### config.mk
export PLATFORM = sky130hd
export DESIGN_NAME = det_cfg_loader
export DESIGN_NICKNAME = d
export VERILOG_FILES = /design/src/rtl/det_cfg_pkg.sv /design/src/rtl/cfg_seq_fsm.sv /design/src/rtl/cfg_chan_bank.sv /design/src/rtl/cfg_bw_decode.sv /design/src/rtl/det_cfg_loader.sv
export SDC_FILE = /design/constraint.sdc
export NUM_CORES = 1
export LEC_CHECK = 0
export BUFFER_PORTS_ARGS = -buffer_cell sky130_fd_sc_hd__buf_2
export CAP_MARGIN = 40
export CORE_MARGIN = 2
export CORE_UTILIZATION = 40
export DETAILED_ROUTE_END_ITERATION = 7
export PLACE_DENSITY_LB_ADDON = 0.1
export SYNTH_ARGS = -nofsm -noshare
export SYNTH_HDL_FRONTEND = slang
export SYNTH_SLANG_ARGS = --single-unit
### constraint.sdc
create_clock -name clk -period 1.6 [get_ports clk]
set_input_delay 0.16 -clock clk [delete_from_list [all_inputs] [get_ports clk]]
set_output_delay 0.16 -clock clk [all_outputs]
set_load 0.01 [all_outputs]
### src/rtl/det_cfg_pkg.sv
package det_cfg_pkg;
    typedef enum logic [2:0] {
        ST_IDLE,
        ST_CAPTURE,
        ST_COUNT,
        ST_SENSE,
        ST_STORE,
        ST_CLEAR
    } seq_state_e;
endpackage

### src/rtl/cfg_seq_fsm.sv
module cfg_seq_fsm
    import det_cfg_pkg::*;
#(
    parameter int CODE_W     = 3,
    parameter int FIRE_COUNT = 50
) (
    input  logic              clk,
    input  logic              rst_n,
    input  logic              arm_i,
    input  logic              ser_i,
    output logic              armed_o,
    output logic              wr_en_o,
    output logic [CODE_W-1:0] code_o,
    output logic              sens_o
);
    localparam int CNT_W = $clog2(FIRE_COUNT + 1);

    seq_state_e        state_q, state_d;
    logic [CNT_W-1:0]  cnt_q;
    logic [CODE_W-1:0] code_q;
    logic              sens_q;

    // next-state logic
    always_comb begin
        state_d = state_q;
        unique case (state_q)
            ST_IDLE:    if (arm_i) state_d = ST_CAPTURE;
            ST_CAPTURE: if (cnt_q == CNT_W'(CODE_W)) state_d = ST_COUNT;
            ST_COUNT:   if (cnt_q == CNT_W'(FIRE_COUNT)) state_d = ST_SENSE;
            ST_SENSE:   state_d = ST_STORE;
            ST_STORE:   state_d = ST_CLEAR;
            ST_CLEAR:   state_d = ST_IDLE;
            default:    state_d = ST_IDLE;
        endcase
    end

    // state register
    always_ff @(posedge clk) begin
        if (!rst_n) state_q <= ST_IDLE;
        else        state_q <= state_d;
    end

    // counter and capture registers
    always_ff @(posedge clk) begin
        if (!rst_n) begin
            cnt_q  <= '0;
            code_q <= '0;
            sens_q <= 1'b0;
        end else begin
            unique case (state_q)
                ST_IDLE:    cnt_q <= arm_i ? CNT_W'(1) : '0;
                ST_CAPTURE: begin
                    code_q <= {code_q[CODE_W-2:0], ser_i};
                    cnt_q  <= cnt_q + 1'b1;
                end
                ST_COUNT:   cnt_q  <= cnt_q + 1'b1;
                ST_SENSE:   sens_q <= ser_i;
                ST_STORE:   cnt_q  <= cnt_q;
                ST_CLEAR:   cnt_q  <= '0;
                default:    cnt_q  <= '0;
            endcase
        end
    end

    assign armed_o = (state_q != ST_IDLE);
    assign wr_en_o = (state_q == ST_STORE);
    assign code_o  = code_q;
    assign sens_o  = sens_q;
endmodule

### src/rtl/cfg_chan_bank.sv
module cfg_chan_bank #(
    parameter int NUM_CH = 4,
    parameter int CODE_W = 3,
    parameter int ADDR_W = $clog2(NUM_CH)
) (
    input  logic                     clk,
    input  logic                     rst_n,
    input  logic                     wr_en_i,
    input  logic [ADDR_W-1:0]        addr_i,
    input  logic [CODE_W-1:0]        code_i,
    input  logic                     sens_i,
    output logic [NUM_CH*CODE_W-1:0] code_o,
    output logic [NUM_CH-1:0]        sens_o,
    output logic [NUM_CH-1:0]        rst_o
);
    for (genvar i = 0; i < NUM_CH; i++) begin : g_ch
        logic sel;
        assign sel = wr_en_i && (addr_i == ADDR_W'(i));

        always_ff @(posedge clk) begin
            if (!rst_n) begin
                code_o[i*CODE_W +: CODE_W] <= '0;
                sens_o[i]                  <= 1'b0;
                rst_o[i]                   <= 1'b0;
            end else begin
                rst_o[i] <= sel;
                if (sel) begin
                    code_o[i*CODE_W +: CODE_W] <= code_i;
                    sens_o[i]                  <= sens_i;
                end
            end
        end
    end
endmodule

### src/rtl/cfg_bw_decode.sv
module cfg_bw_decode #(
    parameter int CODE_W = 3,
    parameter int BW_W   = 1 << CODE_W
) (
    input  logic [CODE_W-1:0] code_i,
    output logic [BW_W-1:0]   sel_o
);
    always_comb begin
        sel_o = '0;
        sel_o[code_i] = 1'b1;
    end
endmodule

### src/rtl/det_cfg_loader.sv
module det_cfg_loader #(
    parameter int NUM_CH     = 4,
    parameter int CODE_W     = 3,
    parameter int FIRE_COUNT = 50,
    parameter int ADDR_W     = $clog2(NUM_CH),
    parameter int BW_W       = 1 << CODE_W
) (
    input  logic                   clk,
    input  logic                   rst_n,
    input  logic                   arm_i,
    input  logic                   ser_i,
    input  logic [ADDR_W-1:0]      chan_addr_i,
    output logic                   armed_o,
    output logic [NUM_CH*BW_W-1:0] bw_sel_o,
    output logic [NUM_CH-1:0]      sens_o,
    output logic [NUM_CH-1:0]      chan_rst_o
);
    logic                     wr_en;
    logic [CODE_W-1:0]        cap_code;
    logic                     cap_sens;
    logic [NUM_CH*CODE_W-1:0] ch_code;

    cfg_seq_fsm #(
        .CODE_W    (CODE_W),
        .FIRE_COUNT(FIRE_COUNT)
    ) u_fsm (
        .clk    (clk),
        .rst_n  (rst_n),
        .arm_i  (arm_i),
        .ser_i  (ser_i),
        .armed_o(armed_o),
        .wr_en_o(wr_en),
        .code_o (cap_code),
        .sens_o (cap_sens)
    );

    cfg_chan_bank #(
        .NUM_CH(NUM_CH),
        .CODE_W(CODE_W),
        .ADDR_W(ADDR_W)
    ) u_bank (
        .clk    (clk),
        .rst_n  (rst_n),
        .wr_en_i(wr_en),
        .addr_i (chan_addr_i),
        .code_i (cap_code),
        .sens_i (cap_sens),
        .code_o (ch_code),
        .sens_o (sens_o),
        .rst_o  (chan_rst_o)
    );

    for (genvar i = 0; i < NUM_CH; i++) begin : g_dec
        cfg_bw_decode #(
            .CODE_W(CODE_W),
            .BW_W  (BW_W)
        ) u_dec (
            .code_i(ch_code[i*CODE_W +: CODE_W]),
            .sel_o (bw_sel_o[i*BW_W +: BW_W])
        );
    end
endmodule

==> results of run 1 <==
## cells by family after synthesis
family / share of synthesized area
adder cells (fa/ha/maj): 0.01433
flip-flops: 0.3785
AO/OA/AOI/OAI: 0.1018
multiplexers: 0.05807
buffers and inverters: 0.06236
XOR/XNOR: 0.02438
AND/OR/NAND/NOR: 0.3606
## per-stage QoR
stage	hold slack, ns	power, mW	std cells	setup slack, ns
2_1_floorplan	0.2381	0.9231	204	0.2899
3_3_place_gp	0.4192	0.9580	290	0.08555
3_5_place_dp	0.4296	0.9573	290	0.1193
4_1_cts	0.1369	1.577	297	0.08643
5_1_grt	0.1425	1.639	298	0.002054
6_report	0.1426	1.556	298	0.07463
## power by group through the flow
stage / Combinational (mW) / Sequential, mW / Clock [mW]
final: 0.0964 / 0.843 / 0.617
after global routing: 0.107 / 0.843 / 0.689
after CTS: 0.0973 / 0.842 / 0.637
after detailed placement: 0.0966 / 0.861 / 0
after global placement: 0.0972 / 0.861 / 0
after floorplan: 0.0691 / 0.854 / 0
## path summary, 6_finish.rpt
kind | startpoint | endpoint | cells after the start
setup / recovery | u_fsm.state_q[0] | armed_o | 4
hold / removal | ser_i | u_fsm.sens_o | 3
setup reg to reg | u_fsm.state_q[0] | u_fsm.cnt_q[3] | 4
hold reg to reg | u_bank.sens_o[3] | u_bank.sens_o[3] | 2
## routing by layer
metal  routed length (um)  vias up  part of all wire  global-route usage
li1                     -      794                 -                   -
met1                 1838      695              0.48              0.2219
met2                 1741       46              0.45              0.2540
met3                  209        6             0.055             0.04040
met4                   41        0             0.011             0.05128
met5                    0        -                 0                   0
## final cells by class
type,count,area share
repair buffers,55,0.1464
clock buffers,7,0.04073
multi-input cells,147,0.4628
flip-flops and latches,33,0.3123
inverters,4,0.007084
well taps,52,0.03070
## cells in the final DEF, fill, tap and decap left out, types with 2 or more instances in the layout
master    netlist  routed
buf_4           0       8
a311o_1         2       2
o21ai_1        12      12
a21oi_1         4       4
dfxtp_1        33      32
nand2_1        20      20
buf_2           3      46
ha_1            2       2
nor3_1          4       4
nand2b_1        3       3
clkbuf_8        0       6
nand3b_4        2       2
and3_1          4       4
nor3b_2         1       2
a41oi_1         2       2
xnor2_1         2       2
nand3_1        16      16
mux2i_1         9       9
nor3b_1        15      14
and3b_1         8       8
inv_1           4       4
nor2_1         20      20
o21ai_0         4       4
nand4_1         2       2
## what timing repair did
action,4_1_cts,5_1_grt
hold endpoints to repair,0,0
buffers inserted,0,1
resized for setup,0,2
setup endpoints to repair,0,6
## worst max-delay path, cell delays in order, from the launching register on
cell and delay, ns:
dfxtp_1 0.57, buf_4 0.23, nor2_1 0.07, nand2_1 0.09
buf_2 0.13
## flip-flops by register name, indices dropped and copies added, names as in the netlist
signal,count
u_bank.code_o,12
u_fsm.cnt_q,6
u_bank.rst_o,4
u_bank.sens_o,4
u_fsm.code_o,3
u_fsm.state_q,3
u_fsm.sens_o,1
==> reports/metrics.cfg, run 1 <==
[run_status]
status=completed

[global_route]
antenna_found_initial=0
grt_first_pass_wirelength_um=6479
gr-total-overflow=0
grt_pass1_vias=1322
grt_usage=0.1629
grt_max_degree=24

[clock_tree]
cts_buffers=5
root_buffer=clkbuf_8
cts_buffer_depth=2
ctsHoldBuffers=0
cts.clk_slew.worst_paths_ns=0.07
worst_skew_pair.late_latency_ns=0.28
clock_sinks=33
h-tree-depth=2
cts_tree=yes

[die]
placementRows=24
ios=47
die-area_mm2=0.004908
die_w_um=70.06
core_area_mm2=0.004264
die_h_um=70.06
start_util=0.4093

[synth]
synthTopCellsByCount=dfxtp_1 (33), nand2_1 (20), nor2_1 (20)
ys.flop_type=dfxtp_1
async_flop_share=0
yosys.area.top_type_share=0.3785
syn_area_mm2=0.001745
ys_ff_latch=33
synth_area_leaders=dfxtp_1 (38%), nor3b_1 (6.5%), mux2i_1 (5.2%)
synthCells=204
yosysWarnings=0
synth-seq-area-share=0.3785
synth.distinct_cells=39
synth_most_common_cell=dfxtp_1
synth-edff-count=0
syn_area_per_cell_um2=8.556
yosysTopAreaCell=dfxtp_1
synthesis.nets=212

[layout]
final_cell_area_mm2=0.002120
multi_input_area_um2=980.9
regArea_um2=661.9
nets=254
layout-drive-gt1-share=0.2927
nFillCells=417
n_antenna_cell=0
syn_to_final_growth_pct=21.43
final_util=0.4971

[detailed_routing]
num_vias=1541
ant_nets=0
drc_errors=0
viasPerCell=5.171
drt_iter0_markers=63
routedWlPerCell_um=12.86
routed_wl_um=3831
first_pass_iters=4

[sta]
setup_tns_ns=0
max_slew.worst_pin.slew_ns=0.4466
fin_crit_sh=0.9534
finalCriticalPeriod_ns=1.525
fin_worst_skew_ns=0.005913
max_slew_margin=0.7020
fmaxAchievable_mhz=655.6
finalHoldViolCount=0
setup_viol=0
slew_violations=0
rsz0062_at_grt=false

[run]
max_cap_viol_count=0

[worst_setup_path]
critPathCaptureType=output port
worstPathMaxFanout=9
required_ns=1.44
worstSetupStartpointType=flip-flop
critPathArrivalTime_ns=1.37
path_class=reg2out
reg2reg_slack_ns=0.13

[placed_design]
portBuffers=46
post_dp_cell_area_mm2=0.002007
gp_congestion=0.7279
dp_hpwl_um=2744

[pwr]
p_sw_mw=0.3465
internal_power_mw=1.210
seq_power_share=0.542
swShare=0.2227
clkPwrFrac=0.396
power_density_mw_per_mm2=734.1
peakVddDrop_v=0.0006027
combPwrFrac=0.062
leakage_nw=0.9679

[worst_hold_path]
min_path_type=in2reg

(Power assumes the default switching activity.)
==> run 2, diff against run 1 <==
clock period = 1.4 ns   (was 1.6 ns; I/O delays follow)
==> run 2 against run 1 <==
Sequential cell count is the same. Highest routed layer unchanged. Register-to-register slack got worse by 0.05 ns. First-iteration DRC count rose by 41%. Wire length increased by 3.8%. Final cell count is 4.7% higher. Critical endpoint unchanged. Die area unchanged.
==> reports/metrics.cfg, run 2 (synthesis gave the netlist of run 1 again) <==
[detailed_routing]
drt_iter0_markers=89
num_vias=1585
first_pass_iters=4
routedWlPerCell_um=12.75
drc_errors=0
viasPerCell=5.080
routed_wl_um=3978
ant_nets=0

[sta]
finalHoldViolCount=0
slew_violations=0
fin_worst_skew_ns=0.003434
rsz0062_at_grt=false
post-route-worst-setup-slack_ns=0.07177
setup_viol=0
fin_crit_sh=0.9487
max_slew_margin=0.6945
max_slew.worst_pin.slew_ns=0.4577
finalCriticalPeriod_ns=1.328
setup_tns_ns=0
fmaxAchievable_mhz=752.9

[global_route]
gr-total-overflow=0
grt_first_pass_wirelength_um=6837
grt_max_degree=14
grt_pass1_vias=1441
antenna_found_initial=0
grt_usage=0.1755

[die]
die_w_um=70.06
core_area_mm2=0.004264
die-area_mm2=0.004908
die_h_um=70.06
placementRows=24
ios=47
start_util=0.4093

[layout]
regMostFlops=u_bank.code_o
final_common_cell=buf_2
nets=267
layout-drive-gt1-share=0.3462
final_cell_area_mm2=0.002243
syn_to_final_growth_pct=28.53
n_antenna_cell=0
mostFrequentLayoutCells=buf_2 (46), dfxtp_1 (30), buf_4 (20), nand2_1 (19), nor2_1 (19)
largest_register_ffs=12
reg_top3=u_bank.code_o: 12 flops, u_fsm.cnt_q: 6 flops

[worst_hold_path]
min_path_type=in2reg

[worst_setup_path]
critPathCaptureType=output port
path_class=reg2out
critPathArrivalTime_ns=1.19
max_stage_delay_ns=0.40
crit_family=buffers and inverters
worstPathMaxFanout=9
path_cells=buf_6 -> inv_1 -> buf_4 -> nand2_2 -> buf_2
slowest_stage=dfxtp_4
required_ns=1.26
crit_buf_inv=4
worstSetupStartpointType=flip-flop

[pwr]
combPwrFrac=0.075
clkPwrFrac=0.389
internal_power_mw=1.359
p_sw_mw=0.4328
seq_power_share=0.536
swShare=0.2416
peakVddDrop_v=0.0006635
power_density_mw_per_mm2=798.5
power_mw=1.791
leakage_nw=1.029

[clock_tree]
cts.clk_slew.worst_paths_ns=0.07
cts_buffers=5
worst_skew_pair.late_latency_ns=0.29
cts_tree=yes
root_buffer=clkbuf_8
h-tree-depth=2
clock_sinks=33
cts_buffer_depth=2

[placed_design]
post-place-ws_ns=-0.07589
post_dp_cell_area_mm2=0.002097
gp_congestion=0.8217
dp_hpwl_um=2994
portBuffers=46

[run_status]
status=completed

[run]
max_cap_viol_count=0

==> run 2: per-stage QoR <==
stage | cells | hold slack (ns) | util
detailed placement | 302 | 0.4097 | 0.4918
global placement | 302 | 0.3952 | 0.4918
CTS | 310 | 0.1087 | 0.5135
finish | 312 | 0.1142 | 0.5261
global route | 312 | 0.1519 | 0.5261
floorplan | 204 | 0.2181 | -
==> run 2: timing repair <==
action / CTS / global route
setup buffers: 0 / 2
hold buffers: 0 / 0
endpoints found under the setup margin: 22 / 20
gates resized for setup: 4 / 6
pin swaps: 0 / 2
==> run 2: power by group through the flow <==
| stage | Combinational [mW] | Clock [mW] | Sequential [mW] |
|---|---|---|---|
| final | 0.134 | 0.697 | 0.960 |
| after global routing | 0.149 | 0.746 | 0.962 |
| after CTS | 0.129 | 0.716 | 0.960 |
| after detailed placement | 0.128 | 0 | 0.983 |
| after global placement | 0.128 | 0 | 0.983 |
| after floorplan | 0.0789 | 0 | 0.976 |
==> run 2: worst paths after layout <==
| kind | from | cells after the start | end | slack [ns] |
|---|---|---|---|---|
| max | u_fsm.state_q[1] | 5 | armed_o | 0.07 |
| min | ser_i | 3 | u_fsm.sens_o | 0.11 |
| max reg2reg | u_fsm.state_q[1] | 6 | u_fsm.cnt_q[5] | 0.08 |
| min reg2reg | u_bank.sens_o[3] | 2 | u_bank.sens_o[3] | 0.46 |
==> run 2: worst reg2reg max path, cell delays in order (launching register included) <==
cell	delay, ns
dfxtp_4	0.40
buf_4	0.13
nor3b_4	0.04
buf_12	0.14
nor4b_2	0.29
xnor2_1	0.16
nor2_1	0.05
==> run 2: cell type report <==
class / instances / area, um2
multi-input cells: 147 / 998.5
fillers: 414 / 2021
inverters: 4 / 15.01
clock buffers: 7 / 76.32
repair buffers: 68 / 411.6
well taps: 52 / 65.06
clock inverters: 1 / 7.507
flip-flops and latches: 33 / 669.4
==> run 2: metal layers <==
metal  global-route usage  vias to the layer above  wire, um
met5                    0                        -         0
met4              0.05769                        0        65
met3              0.03896                        7       150
met2               0.2878                       32      1879
met1               0.2289                      722      1882
li1                     -                      824         -
==> run 3, diff against run 2 <==
CORE_UTILIZATION = 47   (was 40)
==> run 3 against run 2 <==
Clock skew increased by 0.00098 ns. Utilization increased by 11 points. Setup slack got worse by 0.026 ns. Wire length decreased by 5.4%. Clock power decreased by 1%. Worst hold slack improved by 0.0057 ns. Largest cell class unchanged.
==> reports/metrics.cfg, run 3 (synthesis gave the netlist of run 1 again) <==
[worst_setup_path]
worstSetupStartpointType=flip-flop
critPathArrivalTime_ns=1.53
reg2reg_depth=6
required_ns=1.57
critPathCaptureType=flip-flop
max_stage_delay_ns=0.37
worstPathMaxFanout=9
path_class=reg2reg
path_cells=buf_4 -> nor3b_4 -> buf_12 -> nand3b_4 -> nand3_1 -> o21ai_1
slowest_stage=dfxtp_4

[clock_tree]
clock_sinks=33
ctsHoldBuffers=0
cts_buffer_depth=2
cts.clk_slew.worst_paths_ns=0.07
cts_buffers=5
h-tree-depth=2
root_buffer=clkbuf_8
cts_tree=yes
worst_skew_pair.late_latency_ns=0.28

[pwr]
peakVddDrop_v=0.0005235
leakage_nw=1.057
power_density_mw_per_mm2=784.9

[run]
max_cap_viol_count=0

[layout]
largest_register_ffs=12
final_common_cell=buf_2
regMostFlops=u_bank.code_o
final_cell_area_mm2=0.002311
n_antenna_cell=0
syn_to_final_growth_pct=32.40
reg_top3=u_bank.code_o: 12 flops, u_fsm.cnt_q: 6 flops
layout-drive-gt1-share=0.3716
nets=268
nFillCells=320
mostFrequentLayoutCells=buf_2 (45), dfxtp_1 (28), nand2_1 (19), nor2_1 (19), buf_4 (18)

[sta]
fin_worst_skew_ns=0.004412
setup_viol=0
finalHoldViolCount=0
finalCriticalPeriod_ns=1.354
setup_tns_ns=0
max_slew_margin=0.7060
max_slew.worst_pin.slew_ns=0.4405
fmaxAchievable_mhz=738.5
slew_violations=0
rsz0062_at_grt=true
fin_crit_sh=0.9672

[worst_hold_path]
min_path_type=in2reg
whs_path_depth=3

[die]
placementRows=22
die_w_um=64.94
start_util=0.4840
die-area_mm2=0.004217
core_area_mm2=0.003606
ios=47
die_h_um=64.94

[placed_design]
post_dp_cell_area_mm2=0.002117
dp_hpwl_um=2741
portBuffers=46
gp_congestion=0.8021

[global_route]
grt_usage=0.1883
antenna_found_initial=0
grt_first_pass_wirelength_um=6092
grt_pass1_vias=1272
gr-total-overflow=0
grt_max_degree=18

[detailed_routing]
first_pass_iters=4
ant_nets=0
num_vias=1570
routedWlPerCell_um=12.18
drc_errors=0
drt_iter0_markers=46
routed_wl_um=3764
viasPerCell=5.081

[run_status]
status=completed

[run 3: cell count changes in the layout (fill, tap and decap cells not counted), moves of 2 or more]
cell      before  now
dfxtp_2        1    3
clkinv_2       0    2
clkbuf_1       2    0
buf_12         1    3
dfxtp_1       30   28
buf_4         20   18
[run 3: through the flow]
| stage | hold WS [ns] | utilization | setup slack (ns) | total power, mW | cells |
|---|---|---|---|---|---|
| after floorplan | 0.2181 | - | 0.08988 | 1.055 | 204 |
| after global placement | 0.4017 | 0.5871 | -0.01479 | 1.120 | 298 |
| after detailed placement | 0.4080 | 0.5871 | -0.03415 | 1.121 | 298 |
| after CTS | 0.1108 | 0.6155 | 0.01591 | 1.822 | 306 |
| after global routing | 0.1485 | 0.6409 | -0.02178 | 1.891 | 309 |
| final | 0.1199 | 0.6409 | 0.04586 | 1.814 | 309 |
[run 3: area by class of cell]
cell class,instances,area (um2),share of cell area
Clock buffer,5,68.82,0.02978
Clock inverter,3,17.52,0.007580
Tap cell,48,60.06,0.02599
Inverter,4,15.01,0.006497
Sequential cell,33,671.9,0.2907
Multi-Input combinational cell,147,1020,0.4413
Timing Repair Buffer,69,457.9,0.1982
[run 3: power by group]
part | internal (mW) | switching, mW
sequential | 0.947 | 0.0115
clock | 0.343 | 0.348
combinational | 0.0839 | 0.0815
[run 3: path summary, 6_finish.rpt]
kind	startpoint	slack, ns	end
min	ser_i	0.12	u_fsm.sens_o
max	u_fsm.state_q[0]	0.05	u_bank.code_o[7]
min reg2reg	u_bank.sens_o[1]	0.45	u_bank.sens_o[1]
max reg2reg	u_fsm.state_q[0]	0.05	u_bank.code_o[7]
[run 3: layer usage]
layer,up-vias,share of wire,GRT usage
met2,35,0.46,0.2887
met3,7,0.049,0.05208
met4,0,0.014,0.08245
met5,-,0,0
li1,829,-,-
met1,699,0.48,0.2465
[run 3: critical path: cells and delay by family, from the launching register on]
family / cells / cell delay, ns
simple gates: 3 / 0.49
flops: 1 / 0.37
buf+inv: 2 / 0.31
compound gates: 1 / 0.06
[run 3: repair_timing]
action                     CTS  global route
setup endpoints to repair   21            21
resized for setup            6            13
pin swaps                    0             4
buffers inserted             0             3
gates cloned                 0             0
